[config.mk]
export PLATFORM = sky130hd
export DESIGN_NAME = readahead_buf
export DESIGN_NICKNAME = d
export VERILOG_FILES = /design/src/rtl/rab_pkg.sv /design/src/rtl/rab_regs.sv /design/src/rtl/rab_ctrl.sv /design/src/rtl/rab_store.sv /design/src/rtl/readahead_buf.sv
export SDC_FILE = /design/constraint.sdc
export NUM_CORES = 2
export LEC_CHECK = 0
export BUFFER_PORTS_ARGS = -buffer_cell sky130_fd_sc_hd__buf_2
export CAP_MARGIN = 20
export CORE_UTILIZATION = 65
export DETAILED_ROUTE_END_ITERATION = 10
export MAX_ROUTING_LAYER = met4
export PLACE_DENSITY = 0.88
export RECOVER_POWER = 100
export SLEW_MARGIN = 0
export SYNTH_ARGS = -nofsm -noshare
export SYNTH_HDL_FRONTEND = slang
export SYNTH_HIERARCHICAL = 1
export SYNTH_SLANG_ARGS = --single-unit
[constraint.sdc]
create_clock -name clk -period 31 [get_ports clk]
set_clock_uncertainty 0.15 [all_clocks]
set_input_delay 7.75 -clock clk [delete_from_list [all_inputs] [get_ports clk]]
set_output_delay 7.75 -clock clk [all_outputs]
set_load 0.01 [all_outputs]
[src/rtl/rab_pkg.sv]
package rab_pkg;

  typedef enum logic [2:0] {
    ST_IDLE,
    ST_DREQ,
    ST_DWAIT,
    ST_PREQ,
    ST_PWAIT
  } rab_state_t;

  // strobes from control to datapath
  typedef struct packed {
    logic flushAll;
    logic install;
    logic respHit;
    logic respMem;
  } rab_strb_t;

  typedef struct packed {
    logic enable;
    logic instrOnly;
    logic autoFlush;
  } rab_mode_t;

endpackage

[src/rtl/rab_regs.sv]
module rab_regs import rab_pkg::*; #(
  parameter int ADDR_W = 32
) (
  input  logic              clk,
  input  logic              rstN,
  input  logic              regWrEn,
  input  logic [1:0]        regSel,
  input  logic [ADDR_W-1:0] regWrData,
  output logic [ADDR_W-1:0] regRdData,
  output rab_mode_t         mode,
  output logic [ADDR_W-1:0] winLo,
  output logic [ADDR_W-1:0] winHi
);

  always_ff @(posedge clk) begin
    if (!rstN) begin
      mode  <= '0;
      winLo <= '0;
      winHi <= '0;
    end else if (regWrEn) begin
      unique case (regSel)
        2'd0: begin
          mode.enable    <= regWrData[0];
          mode.instrOnly <= regWrData[1];
          mode.autoFlush <= regWrData[2];
        end
        2'd1: winLo <= regWrData;
        2'd2: winHi <= regWrData;
        default: ;
      endcase
    end
  end

  always_comb begin
    unique case (regSel)
      2'd0:    regRdData = {{(ADDR_W-3){1'b0}}, mode.autoFlush, mode.instrOnly, mode.enable};
      2'd1:    regRdData = winLo;
      2'd2:    regRdData = winHi;
      default: regRdData = '0;
    endcase
  end

endmodule

[src/rtl/rab_ctrl.sv]
module rab_ctrl import rab_pkg::*; #(
  parameter int ADDR_W    = 32,
  parameter int LINE_BITS = 5,
  parameter int WORD_BITS = 2,
  parameter int PAGE_BITS = 12,
  localparam int TAG_W    = ADDR_W - LINE_BITS,
  localparam int IDX_W    = LINE_BITS - WORD_BITS
) (
  input  logic              clk,
  input  logic              rstN,
  input  rab_mode_t         mode,
  input  logic [ADDR_W-1:0] winLo,
  input  logic [ADDR_W-1:0] winHi,
  input  logic              cpuReqValid,
  input  logic [ADDR_W-1:0] cpuReqAddr,
  input  logic              cpuReqInstr,
  output logic              cpuReqReady,
  output logic              memReqValid,
  input  logic              memReqReady,
  output logic [ADDR_W-1:0] memReqAddr,
  input  logic              memRespValid,
  input  logic              flushPulse,
  input  logic              cacheOpValid,
  input  logic              cacheOpByAddr,
  input  logic              hitAny,
  output rab_strb_t         strb,
  output logic [TAG_W-1:0]  lookTag,
  output logic [TAG_W-1:0]  instTag,
  output logic [IDX_W-1:0]  wordIdx
);

  rab_state_t stateQ;
  logic [ADDR_W-1:WORD_BITS] curWordQ;
  logic curEligQ;
  logic killQ;

  logic [TAG_W-1:0] curTag, nextTag, reqTag;
  logic [ADDR_W-1:0] nextAddr;
  logic reqElig, doFlush, lastInPage, pfOk, isIdle;

  function automatic logic inWindow(input logic [ADDR_W-1:0] a,
                                    input logic [ADDR_W-1:0] lo,
                                    input logic [ADDR_W-1:0] hi);
    return (a >= lo) && (a < hi);
  endfunction

  assign isIdle     = (stateQ == ST_IDLE);
  assign reqTag     = cpuReqAddr[ADDR_W-1:LINE_BITS];
  assign curTag     = curWordQ[ADDR_W-1:LINE_BITS];
  assign nextTag    = curTag + 1'b1;
  assign nextAddr   = {nextTag, {LINE_BITS{1'b0}}};
  assign lastInPage = &curWordQ[PAGE_BITS-1:LINE_BITS];

  assign reqElig = mode.enable && inWindow(cpuReqAddr, winLo, winHi) &&
                   (!mode.instrOnly || cpuReqInstr);
  assign doFlush = flushPulse || (cacheOpValid && cacheOpByAddr && mode.autoFlush);

  // in DWAIT the lookup port probes the following line
  assign lookTag = isIdle ? reqTag : nextTag;
  assign wordIdx = isIdle ? cpuReqAddr[LINE_BITS-1:WORD_BITS]
                          : curWordQ[LINE_BITS-1:WORD_BITS];
  assign instTag = (stateQ == ST_PWAIT) ? nextTag : curTag;

  assign pfOk = curEligQ && !lastInPage && inWindow(nextAddr, winLo, winHi) && !hitAny;

  assign cpuReqReady = isIdle;
  assign memReqValid = (stateQ == ST_DREQ) || (stateQ == ST_PREQ);
  assign memReqAddr  = {(stateQ == ST_PREQ) ? nextTag : curTag, {LINE_BITS{1'b0}}};

  always_comb begin
    strb          = '0;
    strb.flushAll = doFlush;
    strb.respHit  = isIdle && cpuReqValid && reqElig && hitAny;
    strb.respMem  = (stateQ == ST_DWAIT) && memRespValid;
    strb.install  = memRespValid && !killQ && !doFlush &&
                    (((stateQ == ST_DWAIT) && curEligQ) || (stateQ == ST_PWAIT));
  end

  always_ff @(posedge clk) begin
    if (!rstN) begin
      stateQ   <= ST_IDLE;
      curWordQ <= '0;
      curEligQ <= 1'b0;
      killQ    <= 1'b0;
    end else begin
      if (doFlush && !isIdle) killQ <= 1'b1;
      unique case (stateQ)
        ST_IDLE: if (cpuReqValid && !(reqElig && hitAny)) begin
          curWordQ <= cpuReqAddr[ADDR_W-1:WORD_BITS];
          curEligQ <= reqElig;
          killQ    <= 1'b0;
          stateQ   <= ST_DREQ;
        end
        ST_DREQ:  if (memReqReady) stateQ <= ST_DWAIT;
        ST_DWAIT: if (memRespValid) begin
          if (pfOk) begin
            killQ  <= 1'b0;
            stateQ <= ST_PREQ;
          end else begin
            stateQ <= ST_IDLE;
          end
        end
        ST_PREQ:  if (memReqReady) stateQ <= ST_PWAIT;
        ST_PWAIT: if (memRespValid) stateQ <= ST_IDLE;
        default:  stateQ <= ST_IDLE;
      endcase
    end
  end

endmodule

[src/rtl/rab_store.sv]
module rab_store import rab_pkg::*; #(
  parameter int ENTRIES = 4,
  parameter int TAG_W   = 27,
  parameter int DATA_W  = 32,
  parameter int IDX_W   = 3,
  localparam int WORDS  = 1 << IDX_W,
  localparam int LINE_W = DATA_W * WORDS,
  localparam int PTR_W  = $clog2(ENTRIES)
) (
  input  logic              clk,
  input  logic              rstN,
  input  rab_strb_t         strb,
  input  logic [TAG_W-1:0]  lookTag,
  input  logic [TAG_W-1:0]  instTag,
  input  logic [IDX_W-1:0]  wordIdx,
  input  logic [LINE_W-1:0] memLine,
  output logic              hitAny,
  output logic              respValid,
  output logic [DATA_W-1:0] respData
);

  logic [ENTRIES-1:0] validQ;
  logic [TAG_W-1:0]   tagQ  [ENTRIES];
  logic [LINE_W-1:0]  lineQ [ENTRIES];
  logic [PTR_W-1:0]   rrPtrQ;
  logic [ENTRIES-1:0] matchVec;
  logic [LINE_W-1:0]  hitLine;
  logic [DATA_W-1:0]  hitWord, memWord;

  for (genvar e = 0; e < ENTRIES; e++) begin : g_match
    assign matchVec[e] = validQ[e] && (tagQ[e] == lookTag);
  end

  assign hitAny = |matchVec;

  always_comb begin
    hitLine = '0;
    for (int e = 0; e < ENTRIES; e++)
      if (matchVec[e]) hitLine = hitLine | lineQ[e];
  end

  always_comb begin
    hitWord = '0;
    memWord = '0;
    for (int w = 0; w < WORDS; w++) begin
      if (wordIdx == IDX_W'(w)) begin
        hitWord = hitLine[w*DATA_W +: DATA_W];
        memWord = memLine[w*DATA_W +: DATA_W];
      end
    end
  end

  always_ff @(posedge clk) begin
    if (!rstN) begin
      validQ <= '0;
      rrPtrQ <= '0;
    end else if (strb.flushAll) begin
      validQ <= '0;
    end else if (strb.install) begin
      validQ[rrPtrQ] <= 1'b1;
      if (rrPtrQ == PTR_W'(ENTRIES - 1)) rrPtrQ <= '0;
      else                               rrPtrQ <= rrPtrQ + 1'b1;
    end
  end

  always_ff @(posedge clk) begin
    for (int e = 0; e < ENTRIES; e++) begin
      if (strb.install && !strb.flushAll && rrPtrQ == PTR_W'(e)) begin
        tagQ[e]  <= instTag;
        lineQ[e] <= memLine;
      end
    end
  end

  always_ff @(posedge clk) begin
    if (!rstN) begin
      respValid <= 1'b0;
      respData  <= '0;
    end else begin
      respValid <= strb.respHit || strb.respMem;
      if (strb.respHit)      respData <= hitWord;
      else if (strb.respMem) respData <= memWord;
    end
  end

endmodule

[src/rtl/readahead_buf.sv]
module readahead_buf import rab_pkg::*; #(
  parameter int ADDR_W     = 32,
  parameter int DATA_W     = 32,
  parameter int LINE_BYTES = 32,
  parameter int ENTRIES    = 4,
  parameter int PAGE_BYTES = 4096,
  localparam int LINE_BITS = $clog2(LINE_BYTES),
  localparam int WORD_BITS = $clog2(DATA_W / 8),
  localparam int PAGE_BITS = $clog2(PAGE_BYTES),
  localparam int TAG_W     = ADDR_W - LINE_BITS,
  localparam int IDX_W     = LINE_BITS - WORD_BITS,
  localparam int LINE_W    = LINE_BYTES * 8
) (
  input  logic              clk,
  input  logic              rstN,
  input  logic              cpuReqValid,
  output logic              cpuReqReady,
  input  logic [ADDR_W-1:0] cpuReqAddr,
  input  logic              cpuReqInstr,
  output logic              cpuRespValid,
  output logic [DATA_W-1:0] cpuRespData,
  output logic              memReqValid,
  input  logic              memReqReady,
  output logic [ADDR_W-1:0] memReqAddr,
  input  logic              memRespValid,
  input  logic [LINE_W-1:0] memRespData,
  input  logic              regWrEn,
  input  logic [1:0]        regSel,
  input  logic [ADDR_W-1:0] regWrData,
  output logic [ADDR_W-1:0] regRdData,
  input  logic              flushPulse,
  input  logic              cacheOpValid,
  input  logic              cacheOpByAddr
);

  rab_mode_t         mode;
  logic [ADDR_W-1:0] winLo, winHi;
  rab_strb_t         strb;
  logic [TAG_W-1:0]  lookTag, instTag;
  logic [IDX_W-1:0]  wordIdx;
  logic              hitAny;

  rab_regs #(.ADDR_W(ADDR_W)) regs_i (
    .clk(clk), .rstN(rstN), .regWrEn(regWrEn), .regSel(regSel),
    .regWrData(regWrData), .regRdData(regRdData), .mode(mode),
    .winLo(winLo), .winHi(winHi)
  );

  rab_ctrl #(
    .ADDR_W(ADDR_W), .LINE_BITS(LINE_BITS),
    .WORD_BITS(WORD_BITS), .PAGE_BITS(PAGE_BITS)
  ) ctrl_i (
    .clk(clk), .rstN(rstN), .mode(mode), .winLo(winLo), .winHi(winHi),
    .cpuReqValid(cpuReqValid), .cpuReqAddr(cpuReqAddr),
    .cpuReqInstr(cpuReqInstr), .cpuReqReady(cpuReqReady),
    .memReqValid(memReqValid), .memReqReady(memReqReady),
    .memReqAddr(memReqAddr), .memRespValid(memRespValid),
    .flushPulse(flushPulse), .cacheOpValid(cacheOpValid),
    .cacheOpByAddr(cacheOpByAddr), .hitAny(hitAny), .strb(strb),
    .lookTag(lookTag), .instTag(instTag), .wordIdx(wordIdx)
  );

  rab_store #(
    .ENTRIES(ENTRIES), .TAG_W(TAG_W), .DATA_W(DATA_W), .IDX_W(IDX_W)
  ) store_i (
    .clk(clk), .rstN(rstN), .strb(strb), .lookTag(lookTag),
    .instTag(instTag), .wordIdx(wordIdx), .memLine(memRespData),
    .hitAny(hitAny), .respValid(cpuRespValid), .respData(cpuRespData)
  );

endmodule

==> summary.md <==
| Metric | Value |
|---|---|
| PostCTS Resize Cnt | `0` |
| Crit path launch type | `input pin` |
| Avg Cell Area, Syn | `approximately 14 um^2` |
| Final WL | `about 160 mm` |
| Fmax | `roughly 49 MHz` |
| First-pass GRT wire length | `236.2 mm` |
| Post-synthesis adder-cell area fraction | `0.02773` |
| Final Non-Filler Cells | `approximately 5.5k` |
| Total iterations of the first detailed-routing run | `11` |
| Critical path's top delay family | `buffers and inverters` |
| Ys Warns | `6` |
| Via-to-Cell Ratio | `roughly 7` |
| Slew @ Worst Pin | `around 10000 ps` |
| Critical-path maximum fanout | `139` |
| GRT overflow | `0` |
| Hold Buf Count CTS | `0` |
| DP Wirelength | `roughly 100 mm` |
| Top-count cell post-synth | `edfxtp_1` |
| Hold Slack | `between 300 and 400 ps` |
| Starting DRT DRC Count | `6665` |
| IO Pins | `431` |
| Final hold vios | `0` |
| Commonest cells post-synth | `1132 x edfxtp_1, 348 x nand2_1, 297 x a21oi_1` |
| Site Rows | `~110` |
| CP peak stage delay | `about 6400 ps` |
| CTS tree | `built` |
| CTS Buf Count | `119` |
| Largest net degree at the start of global routing | `152` |
| Clock sinks | `1273` |
| Worst path cell trace | `buf_2 > a31o_1 > nor4_1 > clkbuf_1 > nand2_1 > nor2_1 > clkbuf_1 > clkbuf_1` |
| Pwr Total | `3.642 mW` |
| Core Region | `around 84000 um^2` |
| Critical Path RT | `about 30000 ps` |
| Critical path arrival | `20300 ps` |
| Layout cell share with drive strength beyond 1 | `0.09374` |
| Hold_sp | `ctrl_i/curWordQ[3]$_SDFFE_PN0P_` |
| Synth Instances | `about 3.9k` |
| Postcts setup bufs | `0` |
| Die W | `a little under 300 um` |
| Mux cell area share after synthesis | `0.05100` |
| RD Place Congestion | `between 1 and 1.5` |
| Initial Utilization | `0.6579` |
| Compound-gate portion of the synthesized area | `0.1330` |
| Worst setup path start | `cacheOpValid` |
| Ys async rst share | `0` |
| CP max stage cell | `clkbuf_1` |
| Distinct cells, synth | `93` |
| CTS max path bufs | `3` |
| Post-synthesis xor/xnor area fraction | `0.02970` |
| Final period utilization | `0.6579` |
| Hold Crit Class | `reg2reg` |
| Critical R2R Launch | `regs_i/mode[0]$_SDFFE_PN0P_` |
| Largest family of logic cells by synthesized area | `compound AO/OA/AOI/OAI gates` |
| Leading area contributor after synthesis | `edfxtp_1` |
| Sequential cell area fraction in the yosys report | `0.6687` |
| Clock Latency Late Sink | `720 ps` |
| WL/cell | `~30 um` |
| Die Ht | `about 300 um` |
| #FFs+latches synth | `~1.3k` |
| H-Tree Level Count | `3` |
| Reg clk slew, reported paths | `~60 ps` |
| Nets | `~4.6k` |
| Antenna Nets Post-Route | `0` |
| Mapped Area | `roughly 55000 um^2` |
| Max_slew headroom | `-5.508` |
| Initial antenna violation count | `a little over 60` |
| Failing checks | `DRC, capacitance limit, slew limit` |
| RSZ-0062 raised after global routing | `no` |
| DRC Markers | `5` |
| Setup violations, final | `0` |
| Detailed-route via count | `38.41k` |
| Most used cell, CP | `clkbuf_1` |
| Vias in the first global route | `roughly 37k` |
| Fin. max-slew vios | `between 1k and 1.5k` |
| CTS root buf | `clkbuf_16` |
| Top FF cell, synth | `edfxtp_1` |
| Port Buffers | `between 400 and 500` |
| Total GRT Usage | `0.3855` |
| Outcome | `finished, violations left` |
| Post-synth EDFFs | `roughly 1.1k` |
| Final core utilization | `0.7312` |
| Cell Pwr Density | `59.52 nW/um^2` |
| Dpl cells | `slightly above 5k` |
| Worst vdd ir | `0.05541 mV` |
| Die area | `around 86000 um^2` |
| Element type at the critical path end | `flop` |
| Yosys top cell area share | `0.6174` |
| Dominant cells by area after synthesis | `edfxtp_1 62%, dfxtp_1 5.1%, ha_1 2.8%` |
| Layout area overhead | `11.15%` |
| Maxcap violations | `23` |
| Period minus WS final | `20400 ps` |
| Setup CP Type | `in2reg` |
| WP buf/inv | `4` |
| Fin Setup TNS | `0 ps` |
| Synth Area in Simple Gates | `0.05957` |
| Pleak | `19.77 nW` |
worst paths after layout:
path / end / slack, ps / cells after the start
setup / recovery: store_i/lineQ[0][151]$_DFFE_PP_ / 10600 / 8
hold / removal: ctrl_i/curWordQ[3]$_SDFFE_PN0P_ / 310 / 2
setup reg to reg: store_i/lineQ[0][151]$_DFFE_PP_ / 17350 / 7
hold reg to reg: ctrl_i/curWordQ[3]$_SDFFE_PN0P_ / 310 / 2
state kept, by name, summed over array words and instances, names as in the netlist, 2 cells and up:
signal and flops:
store_i/rrPtrQ 2, store_i/tagQ 108, store_i/validQ 4, regs_i/winLo 32, regs_i/winHi 32, store_i/respData 32, ctrl_i/stateQ 3, ctrl_i/curWordQ 30
store_i/lineQ 1024, regs_i/mode 3
cells by family (layout without fill, tap and decap cells):
| kind of cell | after synthesis | in the layout |
|---|---|---|
| flops | 1273 | 1273 |
| fa+ha+maj | 122 | 122 |
| xor+xnor | 182 | 182 |
| simple gates | 684 | 684 |
| mux | 206 | 206 |
| buf+inv | 363 | 784 |
| other cells | 1 | 73 |
| compound gates | 1022 | 1022 |
worst reg2reg max path: stages (launching register included):
cell	delay, ps
dfxtp_1	360
a31o_1	490
nor4_1	540
clkbuf_1	410
nand2_1	130
nor2_1	2090
clkbuf_1	2220
clkbuf_1	6390
through the flow:
step | setup slack [ps] | cell area, um^2
after global routing | 10370 | 61170
after global placement | 13930 | 57790
final | 10600 | 61190
after floorplan | 9674 | 55070
after CTS | 13740 | 61630
after detailed placement | 13760 | 57790
metal layers:
metal / vias up / global-route usage / wire length (um)
met5: - / - / 0
met4: 0 / 0.2104 / 9107
met3: 555 / 0.09244 / 22890
met2: 3420 / 0.5874 / 77520
met1: 18450 / 0.4796 / 54820
li1: 15990 / - / -
area by class of cell:
type                            count  area [um^2]
Multi-Input combinational cell   2221        16580
Tap cell                         1134         1419
Sequential cell                  1273        36820
Fill cell                        5175        22500
Inverter                           79        296.5
Timing Repair Buffer              483         2068
Clock buffer                      158         3206
Antenna cell                       68        170.2
Clock inverter                     64        638.1
power by group:
group | switching [mW] | total [mW] | internal (mW)
registers | 0.0118 | 1.88 | 1.87
logic | 0.215 | 0.324 | 0.109
clock network | 0.637 | 1.43 | 0.796
cells in the final DEF, fill, tap and decap left out, types with 9 or more instances in the layout:
cell type / count
a21oi_1: 297
a221oi_1: 87
a222oi_1: 115
a22o_1: 158
a22oi_1: 81
a31oi_1: 10
buf_2: 77
buf_4: 35
clkbuf_1: 399
clkbuf_16: 119
clkinv_1: 20
clkinv_2: 18
dfxtp_1: 141
diode_2: 68
edfxtp_1: 1132
ha_1: 122
inv_1: 78
mux2_2: 15
mux2i_1: 132
mux4_2: 58
nand2_1: 342
nand2b_1: 9
nand3_1: 32
nand4_1: 89
nor2_1: 100
nor2b_1: 15
nor3_1: 13
nor4_1: 16
o211ai_1: 48
o21a_1: 26
o21ai_0: 114
o22ai_1: 17
xnor2_1: 128
xor2_1: 50
Power figures use the tool's default switching activity.
